===== src/rtl/gt16_pkg.sv =====
// Shared types for the gated 16-bit timer.
package gt16_pkg;
    // Clock source codes decoded by the clock selector.
    typedef enum logic [1:0] {
        SRC_INSTR = 2'b00,
        SRC_SYS   = 2'b01,
        SRC_EXT   = 2'b10,
        SRC_NONE  = 2'b11
    } src_e;
endpackage


===== src/rtl/gt16_sync.sv =====
// Multi-flop level synchronizer.
// Assumes the input is a slow level; no pulse stretching is done.
module gt16_sync #(
    parameter int STAGES = 2
) (
    input  logic clk,
    input  logic rst_n,
    input  logic d_in,
    output logic q_out
);
    logic [STAGES-1:0] chain_q;

    // Shift the asynchronous level through the flop chain.
    always_ff @(posedge clk) begin
        if (!rst_n) chain_q <= '0;
        else        chain_q <= {chain_q[STAGES-2:0], d_in};
    end

    assign q_out = chain_q[STAGES-1];
endmodule


===== src/rtl/gt16_clksel.sv =====
// Source tick generator: instruction divider, system clock, and the
// external edge detector with its falling-edge arming rule.
// Assumes the external input toggles slower than half the system clock.
module gt16_clksel
    import gt16_pkg::*;
#(
    parameter int INSTR_DIV = 4,
    parameter int SYNC_STG  = 2
) (
    input  logic clk,
    input  logic rst_n,
    input  src_e src,
    input  logic osc_sel,
    input  logic sync_sel,
    input  logic pin_in,
    input  logic osc_in,
    input  logic run_on,
    input  logic wr_any,
    output logic tick,
    output logic arm_q
);
    localparam int DW = $clog2(INSTR_DIV);

    logic [DW-1:0] div_q;
    logic          ext_raw, ext_s, lvl, prev_q, rise, fall, instr_tick;

    assign ext_raw = osc_sel ? osc_in : pin_in;

    gt16_sync #(.STAGES(SYNC_STG)) u_ext_sync (
        .clk(clk), .rst_n(rst_n), .d_in(ext_raw), .q_out(ext_s)
    );

    assign lvl  = sync_sel ? ext_s : ext_raw;
    assign rise = lvl & ~prev_q;
    assign fall = ~lvl & prev_q;

    // Free-running divider for the instruction-rate tick.
    always_ff @(posedge clk) begin
        if (!rst_n) div_q <= '0;
        else        div_q <= div_q + 1'b1;
    end
    assign instr_tick = (div_q == DW'(INSTR_DIV - 1));

    // Remember the previous external level for edge detection.
    always_ff @(posedge clk) begin
        if (!rst_n) prev_q <= 1'b0;
        else        prev_q <= lvl;
    end

    // Arm on a falling edge; disarm on write or when stopped.
    always_ff @(posedge clk) begin
        if (!rst_n)                arm_q <= 1'b0;
        else if (!run_on || wr_any) arm_q <= 1'b0;
        else if (fall)              arm_q <= 1'b1;
    end

    // Select the tick for the chosen source.
    always_comb begin
        unique case (src)
            SRC_INSTR: tick = instr_tick;
            SRC_SYS:   tick = 1'b1;
            SRC_EXT:   tick = rise & arm_q;
            default:   tick = 1'b0;
        endcase
    end
endmodule


===== src/rtl/gt16_prescale.sv =====
// Power-of-two prescaler. The count is cleared by clr, which wins over tick.
// Assumes div_sel never exceeds MAX_LOG.
module gt16_prescale #(
    parameter int MAX_LOG = 3,
    parameter int SW      = 2
) (
    input  logic          clk,
    input  logic          rst_n,
    input  logic          tick,
    input  logic          clr,
    input  logic [SW-1:0] div_sel,
    output logic          out_tick,
    output logic [MAX_LOG-1:0] pre_cnt
);
    logic [MAX_LOG-1:0] mask;

    assign mask     = MAX_LOG'((1 << div_sel) - 1);
    assign out_tick = tick & ((pre_cnt & mask) == mask);

    // Count input ticks; clear on software write.
    always_ff @(posedge clk) begin
        if (!rst_n)    pre_cnt <= '0;
        else if (clr)  pre_cnt <= '0;
        else if (tick) pre_cnt <= pre_cnt + 1'b1;
    end
endmodule


===== src/rtl/gt16_count.sv =====
// Byte-writable up-counter with wrap pulse. Writes block increments.
// Assumes W is a multiple of 8 and at least 16 (two bytes).
module gt16_count #(
    parameter int W = 16
) (
    input  logic         clk,
    input  logic         rst_n,
    input  logic         inc,
    input  logic         wr_lo,
    input  logic         wr_hi,
    input  logic [7:0]   wr_data,
    output logic [W-1:0] cnt_q,
    output logic         wrap
);
    assign wrap = inc & ~wr_lo & ~wr_hi & (&cnt_q);

    // Load bytes on write, otherwise step on increment.
    always_ff @(posedge clk) begin
        if (!rst_n) begin
            cnt_q <= '0;
        end else if (wr_lo || wr_hi) begin
            if (wr_lo) cnt_q[7:0]   <= wr_data;
            if (wr_hi) cnt_q[15:8]  <= wr_data;
        end else if (inc) begin
            cnt_q <= cnt_q + 1'b1;
        end
    end
endmodule


===== src/rtl/gt16_top.sv =====
// Gated 16-bit timer top: gate qualification, source select, prescaler,
// counter and sticky overflow flag. Single clock, synchronous reset.
module gt16_top
    import gt16_pkg::*;
#(
    parameter int CNT_W    = 16,
    parameter int PRE_LOG  = 3,
    parameter int SYNC_STG = 2
) (
    input  logic             clk,
    input  logic             rst_n,
    input  logic             run_on,
    input  logic             gate_use,
    input  logic             gate_pol,
    input  logic             gate_in,
    input  logic [1:0]       src_sel,
    input  logic             osc_sel,
    input  logic             sync_sel,
    input  logic             ext_pin,
    input  logic             osc_in,
    input  logic [1:0]       pre_sel,
    input  logic             wr_lo,
    input  logic             wr_hi,
    input  logic [7:0]       wr_data,
    input  logic             flag_clr,
    output logic [CNT_W-1:0] count_q,
    output logic             ovf_flag
);
    logic gate_s, gate_act, cnt_en, wr_any;
    logic src_tick, arm_q, pre_tick, wrap;
    logic [PRE_LOG-1:0] pre_cnt;

    assign wr_any = wr_lo | wr_hi;

    gt16_sync #(.STAGES(SYNC_STG)) u_gate_sync (
        .clk(clk), .rst_n(rst_n), .d_in(gate_in), .q_out(gate_s)
    );

    assign gate_act = (gate_s == gate_pol);
    assign cnt_en   = run_on & (~gate_use | gate_act);

    gt16_clksel #(.INSTR_DIV(4), .SYNC_STG(SYNC_STG)) u_clksel (
        .clk(clk), .rst_n(rst_n), .src(src_e'(src_sel)),
        .osc_sel(osc_sel), .sync_sel(sync_sel),
        .pin_in(ext_pin), .osc_in(osc_in),
        .run_on(run_on), .wr_any(wr_any),
        .tick(src_tick), .arm_q(arm_q)
    );

    gt16_prescale #(.MAX_LOG(PRE_LOG), .SW(2)) u_pre (
        .clk(clk), .rst_n(rst_n), .tick(src_tick & cnt_en),
        .clr(wr_any), .div_sel(pre_sel),
        .out_tick(pre_tick), .pre_cnt(pre_cnt)
    );

    gt16_count #(.W(CNT_W)) u_cnt (
        .clk(clk), .rst_n(rst_n), .inc(pre_tick),
        .wr_lo(wr_lo), .wr_hi(wr_hi), .wr_data(wr_data),
        .cnt_q(count_q), .wrap(wrap)
    );

    // Sticky overflow flag; a wrap wins over a software clear.
    always_ff @(posedge clk) begin
        if (!rst_n)        ovf_flag <= 1'b0;
        else if (wrap)     ovf_flag <= 1'b1;
        else if (flag_clr) ovf_flag <= 1'b0;
    end
endmodule


===== config.mk =====
export PLATFORM = sky130hd
export DESIGN_NAME = gt16_top
export DESIGN_NICKNAME = d
export VERILOG_FILES = /design/src/rtl/gt16_pkg.sv /design/src/rtl/gt16_sync.sv /design/src/rtl/gt16_clksel.sv /design/src/rtl/gt16_prescale.sv /design/src/rtl/gt16_count.sv /design/src/rtl/gt16_top.sv
export SDC_FILE = /design/constraint.sdc
export NUM_CORES = 1
export LEC_CHECK = 0
export BUFFER_PORTS_ARGS = -buffer_cell sky130_fd_sc_hd__buf_2
export CAP_MARGIN = 20
export CORE_UTILIZATION = 40
export CTS_CLUSTER_DIAMETER = 150
export DETAILED_ROUTE_END_ITERATION = 16
export GPL_TIMING_DRIVEN = 1
export MAX_ROUTING_LAYER = met4
export PLACE_DENSITY = 0.62
export SLEW_MARGIN = 15
export SYNTH_ARGS = -nofsm -noshare
export SYNTH_HDL_FRONTEND = slang
export SYNTH_SLANG_ARGS = --single-unit

===== constraint.sdc =====
create_clock -name clk -period 2.07 [get_ports clk]
set_clock_uncertainty 0.2 [all_clocks]
set_input_delay 0.1035 -clock clk [delete_from_list [all_inputs] [get_ports clk]]
set_output_delay 0.1035 -clock clk [all_outputs]
set_load 0.03 [all_outputs]

==> results of run 1 <==
[per-stage QoR]
| stage | power [W] | instances | hold WS [ns] | setup TNS, ns | util (%) |
|---|---|---|---|---|---|
| floorplan | 0.0007357 | 192 | 0.03079 | 0 | - |
| global placement | 0.0008291 | 286 | 0.1090 | 0 | 50.34 |
| detailed placement | 0.0008298 | 286 | 0.1132 | 0 | 50.34 |
| CTS | 0.001191 | 299 | 0.004342 | 0 | 54.31 |
| global route | 0.001243 | 303 | 0.02431 | -0.006277 | 55.78 |
| finish | 0.001187 | 303 | 0.01151 | 0 | 55.78 |
[logic make-up after synthesis]
kind of cell | Yosys count | synth area share [%]
adder cells (fa/ha/maj) | 3 | 2.465
flip-flops | 28 | 36.81
AND/OR/NAND/NOR | 84 | 26.54
multiplexers | 5 | 3.615
AO/OA/AOI/OAI | 53 | 23.67
XOR/XNOR | 5 | 2.876
buffers and inverters | 14 | 4.026
[synthesized netlist by cell type, drive strengths merged]
master    n  area (µm²)
clkinv    1       3.750
and3      1       6.260
o21ai    12       60.06
nor3      2       10.01
nor2     18       70.07
and4      1       8.760
a21oi    14       73.82
or2       1       6.260
inv       6       22.52
ha        3       37.54
nand2    29       111.4
mux2i     4       40.04
clkbuf    5       18.77
o22ai     7       43.79
o211ai    3       27.52
a221oi    1       26.28
a32oi     1       8.760
o2111ai   3       26.28
o221ai    1       8.760
nand3    15       75.07
o221a     1       11.26
or2b      1       7.510
and4bb    1       12.51
buf       2       16.26
mux2      1       15.01
o21bai    1       7.510
nand4     7       43.79
and2      6       40.04
o31ai     8       60.06
nand2b    2       12.51
xor2      2       17.52
a31oi     1       6.260
dfxtp    28       560.5
xnor2     3       26.28
[registers in the layout (all words and copies together) (netlist names)]
name	count
u_clksel.div_q	2
u_clksel.arm_q	1
u_cnt.cnt_q	16
u_clksel.prev_q	1
ovf_flag	1
u_pre.pre_cnt	3
u_clksel.u_ext_sync.chain_q	2
u_gate_sync.chain_q	2
[metal layers]
layer	wire length (µm)	GRT usage, %
met2	2063	36.44
met1	2037	30.79
met5	0	-
met3	278	3.986
met4	38	5.682
[final timing paths]
check                           cells past startpoint                           end                          from
worst max-delay path                                9   u_cnt.cnt_q[9]$_SDFFE_PN0P_                      sync_sel
worst min register to register                      1  u_clksel.div_q[0]$_SDFF_PN0_  u_clksel.div_q[0]$_SDFF_PN0_
worst min-delay path                                2   u_cnt.cnt_q[5]$_SDFFE_PN0P_                         rst_n
worst max register to register                      7   u_cnt.cnt_q[9]$_SDFFE_PN0P_  u_clksel.div_q[0]$_SDFF_PN0_
[critical path, stage by stage]
cell and delay [ns]:
dlygate4sd3_1 0.53, buf_2 0.12, or2b_1 0.25, o211ai_2 0.09, a221oi_4 0.10, buf_12 0.15
and2_4 0.17, nor2_2 0.28, mux2i_1 0.21
[power by group]
| group | switching [W] | internal, W |
|---|---|---|
| clock | 0.000176 | 0.000171 |
| sequential | 0.0000213 | 0.000567 |
| combinational | 0.000148 | 0.000104 |
| total | 0.000346 | 0.000842 |
[final cells by class]
class	count	area, µm²
Fill cell	367	1619
Multi-Input combinational cell	151	919.6
Sequential cell	28	560.5
Timing Repair Buffer	65	420.4
Tap cell	48	60.06
Clock buffer	4	55.05
Inverter	7	26.28
[repair_timing]
action	4_1_cts	5_1_grt
setup buffers	0	3
setup endpoints to repair	0	5
gates resized for setup	0	2
hold endpoints to repair	10	0
hold buffers	9	0
==> out/qor.yml, run 1 <==
layout-drive-gt1-share_pct: 27.45
detail_route.drc_violations: 0
setup_failing_eps_final: 0
final_cell_mix: "buf_2, nand2_1, dfxtp_1"
routedWlPerCell_um: 14.58
drt-total-wl_um: 4418
avgSynthCellArea_um2: 7.931
die_x_extent_um: 63.70
route.antenna.remaining_nets: 0
start_kind: "input pin"
rrSetupSlack_ns: 0.15
antenna_found_initial: 0
gr_ovfl_total: 0
clock_tree.buffer_depth: 2
cts_tree: "built"
worstPathRequired_ns: 2.09
cts_max_level: 1
slew_violations: 0
via_count: 1640
first_iter_violations: 156
ir_drop_uv: 457.8
row_count: 22
grt_pass1_vias: 1501
skew_pair_late_insertion_delay_ns: 0.28
status: "finished, final reports clean"
stdcell_area_um2: 2042
max_cap_viol_count: 0
postSynthCellCount: 192
firstDrtPassIters: 4
crit_path_max_fanout: 7
hp-class: "input pin to flop"
clock_tree.root_cell: "clkbuf_8"
area_growth_pct: 34.10
globalRouteTotalUtil_pct: 23.22
fin_crit_ns: 2.001
arrival_ns: 2.02
critical_path_class: "input pin to flop"
yosysSeqAreaShare_pct: 36.81
tightestPinTransition_ns: 0.6444
ioPinCount: 42
grt_pass1_wl_um: 7141
post-place-ws_ns: 0.1088
die_y_um: 63.70
clock_net_sink_count: 28
power.leakage_nw: 0.8743
yosys_warnings: 0
synth_nets: 220
power.density_nw_per_um2: 581.5
syn-cell-area_um2: 1523
dpl_cell_area_um2: 1843
numPortBuffers: 41
synth.ff_latch_count: 28
cts_buffers: 3
critPathCaptureType: "flop"
post_drt_via_cell_ratio: 5.413
floorplan.initialDensity_pct: 41.59
number_of_hold_slack_violations_in_the_final_timing_report: 0
synthDistinctLibCells: 41
dieArea_um2: 4058
nNetsFinal: 284
dpl.hpwl_um: 3047
max_slew_margin_pct: 57.04
clk_transition_reported_paths_ns: 0.10
antenna_cell_count: 0
achievable_freq_mhz: 499.7
setup_slack_ns: 0.06887
finalWeightedCongestion: 0.8695
core_area_um2: 3661
grt_start_max_net_pins: 20
layout_commonest_cell: "buf_2"
period_share_pct: 96.67
Note: power is estimated with default switching activity, not from simulation.
==> run 2: changes to the inputs <==
--- a/config.mk
+++ b/config.mk
@@ -16,4 +16,5 @@
 export SLEW_MARGIN = 15
 export SYNTH_ARGS = -nofsm -noshare
 export SYNTH_HDL_FRONTEND = slang
+export SYNTH_HIERARCHICAL = 1
 export SYNTH_SLANG_ARGS = --single-unit
==> out/qor.yml, run 2 <==
numPortBuffers: 41  # unchanged
routedWlPerCell_um: 14.19  # -2.7%
synth_largest_area_cell: "dfxtp_1"
tightestPinTransition_ns: 0.4263  # -0.2181 ns
setup_slack_ns: -0.4112  # -0.4801 ns
nNetsFinal: 270  # -4.9%
yosysSeqAreaShare_pct: 38.79  # +2.0 points
cts_buffers: 3  # unchanged
power.leakage_nw: 0.8865  # +1.4%
floorplan.initialDensity_pct: 42.64  # +1.0 points
synth_nets: 196  # -11%
max_cap_viol_count: 0  # unchanged
skew_pair_late_insertion_delay_ns: 0.32  # +0.04 ns
arrival_ns: 2.55  # +0.53 ns
critical_path_class: "flop to flop"
start_kind: "flop"
grt_start_max_net_pins: 28  # +40%
synth.ff_latch_count: 28  # unchanged
clock_net_sink_count: 28  # unchanged
grt_pass1_wl_um: 6796  # -4.8%
worst_path_largest_cell_delay_ns: 0.36  # -0.17 ns
largest_register: "u_cnt/cnt_q"
fin_crit_ns: 2.481  # +0.4801 ns
dpl.hpwl_um: 2851  # -6.4%
setup_failing_eps_final: 16  # +16
synth_top_cell_area_share_pct: 38.79  # +2.0 points
detail_route.drc_violations: 0  # unchanged
finalHoldWorstSlack_ns: 0.01468  # +0.003172 ns
via_count: 1544  # -5.9%
final_cell_mix: "buf_2, dfxtp_1, buf_4"
synthDistinctLibCells: 39  # -4.9%
post_drt_via_cell_ratio: 5.380  # -0.61%
failed_checks: "setup timing"
power.density_nw_per_um2: 526.4  # -9.5%
registers_with_the_most_flip_flops: "u_cnt/cnt_q (16), u_pre/pre_cnt (3)"
max_slew_margin_pct: 71.58  # +15 points
synth_common_cells: "dfxtp_1, o21ai_0, and2_1, nand2_1, nand4_1"
first_iter_violations: 61  # -61%
synth.most_common_cell: "dfxtp_1"
unrepaired_setup_endpoints_after_global_routing: "yes"
antenna_found_initial: 0  # unchanged
clock_tree.root_cell: "clkbuf_4"
placedCellCount: 265  # -7.3%
layout_commonest_cell: "buf_2"
die_y_um: 62.11  # -2.5%
achievable_freq_mhz: 403.0  # -19%
area_growth_pct: 44.33
syn-cell-area_um2: 1445  # -5.1%
crit_buf_inv: 1  # -2
yosys_warnings: 6  # +6
postLayoutCoreUtil_pct: 61.54  # +5.8 points
fillers: 303  # -17%
row_count: 21  # -4.5%
crit_path_top_delay_cell: "dfxtp_2"
status: "complete, but fails checks"
edff_count_synth: 0  # unchanged
slew_violations: 0  # unchanged
gr_ovfl_total: 0  # unchanged
cp_top_family: "simple AND/OR/NAND/NOR gates"
hp-class: "input pin to flop"
number_of_hold_slack_violations_in_the_final_timing_report: 0  # unchanged
postSynthCellCount: 168  # -13%
critPathCaptureType: "flop"
layout-drive-gt1-share_pct: 34.85  # +7.4 points
dominantRegCellSynth: "dfxtp_1"
fraction_of_registers_with_async_set_or_reset_after_synthesis_pct: 0  # unchanged
clk_transition_reported_paths_ns: 0.15  # +0.05 ns
crit_path_max_fanout: 4  # -3
final-instance-count-excl-fill: 287  # -5.3%
clock_tree.buffer_depth: 2  # unchanged
antenna_cell_count: 0  # unchanged
core_area_um2: 3390  # -7.4%
cts_tree: "built"
finalWeightedCongestion: 0.8495  # -2.3%
largest_register_ff_count: 16  # unchanged
die_x_extent_um: 62.11  # -2.5%
drt-total-wl_um: 4072  # -7.8%
cts_max_level: 1  # unchanged
globalRouteTotalUtil_pct: 22.26  # -0.96 points
worstPathRequired_ns: 2.14  # +0.05 ns
ioPinCount: 42  # unchanged
grt_pass1_vias: 1504  # +0.20%
route.antenna.remaining_nets: 0  # unchanged
ir_drop_uv: 267.9  # -41%
firstDrtPassIters: 4  # unchanged
period_share_pct: 119.9  # +23 points
avgSynthCellArea_um2: 8.602  # +8.5%
synth_area_leaders: "dfxtp_1, o21ai_0, xor2_1"
crit_path_cell_trace: "nand2b_4, o2111ai_1, a21oi_1, nand2_1, a21oi_2, inv_2, a221oi_4, nand2b_1, or3_4, or3_1, a31oi_1"
dieArea_um2: 3857  # -4.9%
-- run 2: final timing paths --
check | from | endpoint | slack, ns | depth (start not counted)
worst max-delay path | u_clksel/u_ext_sync/chain_q[1]$_SDFF_PN0_ | u_cnt/cnt_q[15]$_SDFFE_PN0P_ | -0.41 | 11
worst min register to register | u_clksel/div_q[0]$_SDFF_PN0_ | u_clksel/div_q[0]$_SDFF_PN0_ | 0.24 | 1
worst max register to register | u_clksel/u_ext_sync/chain_q[1]$_SDFF_PN0_ | u_cnt/cnt_q[15]$_SDFFE_PN0P_ | -0.41 | 11
worst min-delay path | rst_n | u_cnt/cnt_q[10]$_SDFFE_PN0P_ | 0.01 | 2
-- run 2: repair_timing --
action / 4_1_cts / 5_1_grt
endpoints found under the hold margin: 20 / 0
hold buffers: 13 / 0
endpoints found under the setup margin: 16 / 17
resized for setup: 10 / 7
buffers inserted: 3 / 2
pin swaps: 6 / 11
-- run 2: worst register-to-register path, stage by stage (launching register included) --
cell       delay [ns]
dfxtp_2          0.36
nand2b_4         0.11
o2111ai_1        0.11
a21oi_1          0.15
nand2_1          0.08
a21oi_2          0.15
inv_2            0.06
a221oi_4         0.25
nand2b_1         0.13
or3_4            0.35
or3_1            0.32
a31oi_1          0.15
-- run 2: per-layer routing --
metal  vias up  part of all wire [%]  global-route usage (%)
met5         -                     0                       -
met3         4                   4.9                   2.941
met2        53                    50                   38.05
li1        756                     -                       -
met1       731                    44                   27.37
met4         0                  0.74                   6.395
-- run 2: final cells by class --
class / count / area, µm² / area share, %
well taps: 46 / 57.56 / 2.759
flip-flops and latches: 28 / 563.0 / 26.99
inverters: 6 / 22.52 / 1.080
clock buffers: 4 / 36.28 / 1.740
multi-input cells: 130 / 920.9 / 44.15
repair buffers: 73 / 485.5 / 23.28
-- run 2: stage by stage --
step,cell area [µm²],TNS [ns],setup WS [ns],total power [W]
floorplan,1471,-2.770,-0.3676,0.0007263
global placement,1824,-3.890,-0.3262,0.0008064
detailed placement,1824,-5.343,-0.4168,0.0008125
CTS,2052,-5.325,-0.4058,0.001102
global route,2086,-7.429,-0.5711,0.001156
finish,2086,-4.815,-0.4112,0.001098
-- run 2: where the power goes --
group	leakage, nW	internal, W	total [W]	switching, W
sequential	0.232	0.000570	0.000605	0.0000356
clock	0.0210	0.000107	0.000266	0.000158
combinational	0.634	0.000103	0.000227	0.000124
total	0.887	0.000780	0.00110	0.000318
-- run 2: cell families (layout without fill, tap and decap cells) --
| kind of cell | after synthesis | after routing | share of synthesized area, % |
|---|---|---|---|
| AND/OR/NAND/NOR | 69 | 69 | 27.97 |
| AO/OA/AOI/OAI | 44 | 44 | 18.96 |
| flip-flops | 28 | 28 | 38.79 |
| XOR/XNOR | 11 | 11 | 6.667 |
| buffers and inverters | 10 | 83 | 2.597 |
| adder cells (fa/ha/maj) | 3 | 3 | 2.598 |
| multiplexers | 3 | 3 | 2.424 |
==> run 3: changes to the inputs <==
--- a/config.mk
+++ b/config.mk
@@ -13,6 +13,7 @@
 export GPL_TIMING_DRIVEN = 1
 export MAX_ROUTING_LAYER = met4
 export PLACE_DENSITY = 0.62
+export REMOVE_ABC_BUFFERS = 1
 export SLEW_MARGIN = 15
 export SYNTH_ARGS = -nofsm -noshare
 export SYNTH_HDL_FRONTEND = slang
==> out/qor.yml, run 3 (synthesized netlist as in run 2, its figures left out) <==
via_count: 1529  # -0.97%
fin_crit_ns: 2.471  # -0.009740 ns
slew_violations: 0  # unchanged
clock_net_sink_count: 28  # unchanged
dieArea_um2: 3857  # unchanged
combPwrFrac_pct: 21.8  # +1.1 points
clock_tree.buffer_depth: 2  # unchanged
antenna_found_initial: 0  # unchanged
final_cell_mix: "buf_2, dfxtp_1, buf_4, o21ai_0, dlygate4sd3_1"
nNetsFinal: 269  # -0.37%
layout_commonest_cell: "buf_2"
ioPinCount: 42  # unchanged
postLayoutCoreUtil_pct: 61.57  # about the same
internal-power_w: 0.0007414  # -4.9%
period_share_pct: 119.4  # -0.47 points
drt-total-wl_um: 3930  # -3.5%
largest_register_ff_count: 16  # unchanged
achievable_freq_mhz: 404.6  # +0.39%
pwr-share-seq_pct: 57.4  # +2.3 points
max_slew_margin_pct: 72.21  # +0.63 points
numPortBuffers: 41  # unchanged
gr_ovfl_total: 0  # unchanged
max_cap_viol_count: 0  # unchanged
hp-class: "input pin to flop"
finalWeightedCongestion: 0.8479  # -0.19%
crit_path_end: "u_cnt/cnt_q[15]$_SDFFE_PN0P_"
grt_pass1_vias: 1582  # +5.2%
fillers: 319  # +5.3%
power.density_nw_per_um2: 505.4  # -4.0%
route.antenna.remaining_nets: 0  # unchanged
clk_transition_reported_paths_ns: 0.14  # about the same
clock_tree.root_cell: "clkbuf_4"
crit_path_max_fanout: 7  # +3
cts_tree: "built"
row_count: 21  # unchanged
setup_slack_ns: -0.4015  # +0.009740 ns
registers_with_the_most_flip_flops: "u_cnt/cnt_q (16), u_pre/pre_cnt (3)"
power_switching_w: 0.0003134  # -1.5%
routedWlPerCell_um: 13.79  # -2.8%
grt_start_max_net_pins: 28  # unchanged
critPathCaptureType: "flop"
start_kind: "flop"
worstRegToRegCells: 12  # +1
area_growth_pct: 44.42  # about the same
finalHoldWorstSlack_ns: 0.01535  # +0.0006703 ns
rrSetupSlack_ns: -0.40  # about the same
worst_r2r_endpoint: "u_cnt/cnt_q[15]$_SDFFE_PN0P_"
timing.rr.start: "u_clksel/u_ext_sync/chain_q[1]$_SDFF_PN0_"
critical_path_class: "flop to flop"
grt_pass1_wl_um: 6851  # +0.81%
post_drt_via_cell_ratio: 5.365  # -0.28%
p_clk_share_pct: 20.8  # -3.4 points
setup_failing_eps_final: 17  # +1
worstPathRequired_ns: 2.13  # about the same
floorplan.initialDensity_pct: 42.64  # unchanged
post-place-ws_ns: -0.4429  # -0.02602 ns
core_area_um2: 3390  # unchanged
cp-startpoint: "u_clksel/u_ext_sync/chain_q[1]$_SDFF_PN0_"
globalRouteTotalUtil_pct: 22.07  # -0.19 points
unrepaired_setup_endpoints_after_global_routing: "yes"
largest_register: "u_cnt/cnt_q"
firstDrtPassIters: 4  # unchanged
cts_buffers: 3  # unchanged
failed_checks: "setup timing"
die_x_extent_um: 62.11  # unchanged
die_y_um: 62.11  # unchanged
tightestPinTransition_ns: 0.4169  # -0.009397 ns
layout-drive-gt1-share_pct: 37.66  # +2.8 points
arrival_ns: 2.53  # -0.02 ns
cts_max_level: 1  # unchanged
net_switching_fraction_of_the_power_pct: 29.71  # +0.75 points
status: "complete, but fails checks"
detail_route.drc_violations: 0  # unchanged
dpl.hpwl_um: 2692  # -5.6%
antenna_cell_count: 0  # unchanged
number_of_hold_slack_violations_in_the_final_timing_report: 0  # unchanged
first_iter_violations: 65  # +6.6%
power.leakage_nw: 0.8755  # -1.2%
ir_drop_uv: 239.1  # -11%
skew_pair_late_insertion_delay_ns: 0.31  # about the same
-- run 3: cell types whose count changed in the layout (fill, tap and decap cells not counted), moves of 2 or more --
cell           before  now
buf_4              17   19
nor3_1              6    3
nor3_2              0    3
o21ai_0            15   19
dlygate4sd3_1      13   11
o21ai_1             6    2
-- run 3: final cells by class --
class                           instances  area [µm²]  share of cell area, %
Sequential cell                        28       563.0                  26.98
Timing Repair Buffer                   72       469.2                  22.48
Inverter                                6       22.52                  1.079
Tap cell                               46       57.56                  2.758
Multi-Input combinational cell        130       952.2                  45.62
Clock buffer                            3       22.52                  1.079
-- run 3: repair_timing --
action | in CTS | in global routing
endpoints found under the setup margin | 16 | 17
pin swaps | 15 | 9
gates resized for setup | 15 | 10
endpoints found under the hold margin | 19 | 0
setup buffers | 5 | 3
hold buffers | 11 | 0
-- run 3: worst min path at each step --
stage	endpoint	slack [ns]	from	depth (start not counted)
6_report	ovf_flag$_SDFFE_PN0P_	0.02	rst_n	2
5_1_grt	u_cnt/cnt_q[10]$_SDFFE_PN0P_	0.04	rst_n	2
4_1_cts	u_cnt/cnt_q[13]$_SDFFE_PN0P_	0.002	wr_hi	3
3_5_place_dp	u_gate_sync/chain_q[0]$_SDFF_PN0_	0.11	gate_in	2
3_3_place_gp	u_gate_sync/chain_q[0]$_SDFF_PN0_	0.10	gate_in	2
2_1_floorplan	ovf_flag$_SDFFE_PN0P_	0.02	rst_n	1
-- run 3: through the flow --
stage	instance area (µm²)	setup TNS, ns	cells	power, W
floorplan	1430	-5.720	164	0.0007164
global placement	1790	-4.570	264	0.0008001
detailed placement	1790	-5.130	264	0.0008057
CTS	2024	-4.304	283	0.001059
global route	2087	-8.180	285	0.001119
finish	2087	-5.141	285	0.001055
-- run 3: per-layer routing --
metal	GRT usage (%)	share of wire, %	up-vias
met5	-	0	-
met4	4.651	0.59	0
met3	3.309	5.3	4
met2	39.97	51	49
met1	25.72	43	721
li1	-	-	755
-- run 3: power groups by stage --
stage / Combinational (W) / Sequential [W] / Clock, W
detailed placement: 0.000191 / 0.000615 / 0
global route: 0.000252 / 0.000612 / 0.000255
global placement: 0.000187 / 0.000613 / 0
floorplan: 0.0000682 / 0.000648 / 0
CTS: 0.000222 / 0.000604 / 0.000233
finish: 0.000229 / 0.000606 / 0.000220
-- run 3: critical path: stages, from the launching register on --
cell       delay [ns]
dfxtp_2          0.35
nand2b_4         0.13
o2111ai_4        0.12
a21oi_2          0.16
nand2_1          0.07
a21oi_2          0.13
inv_1            0.07
a221oi_2         0.16
buf_4            0.19
nand2b_4         0.06
or3_4            0.32
or3_1            0.31
a31oi_1          0.15
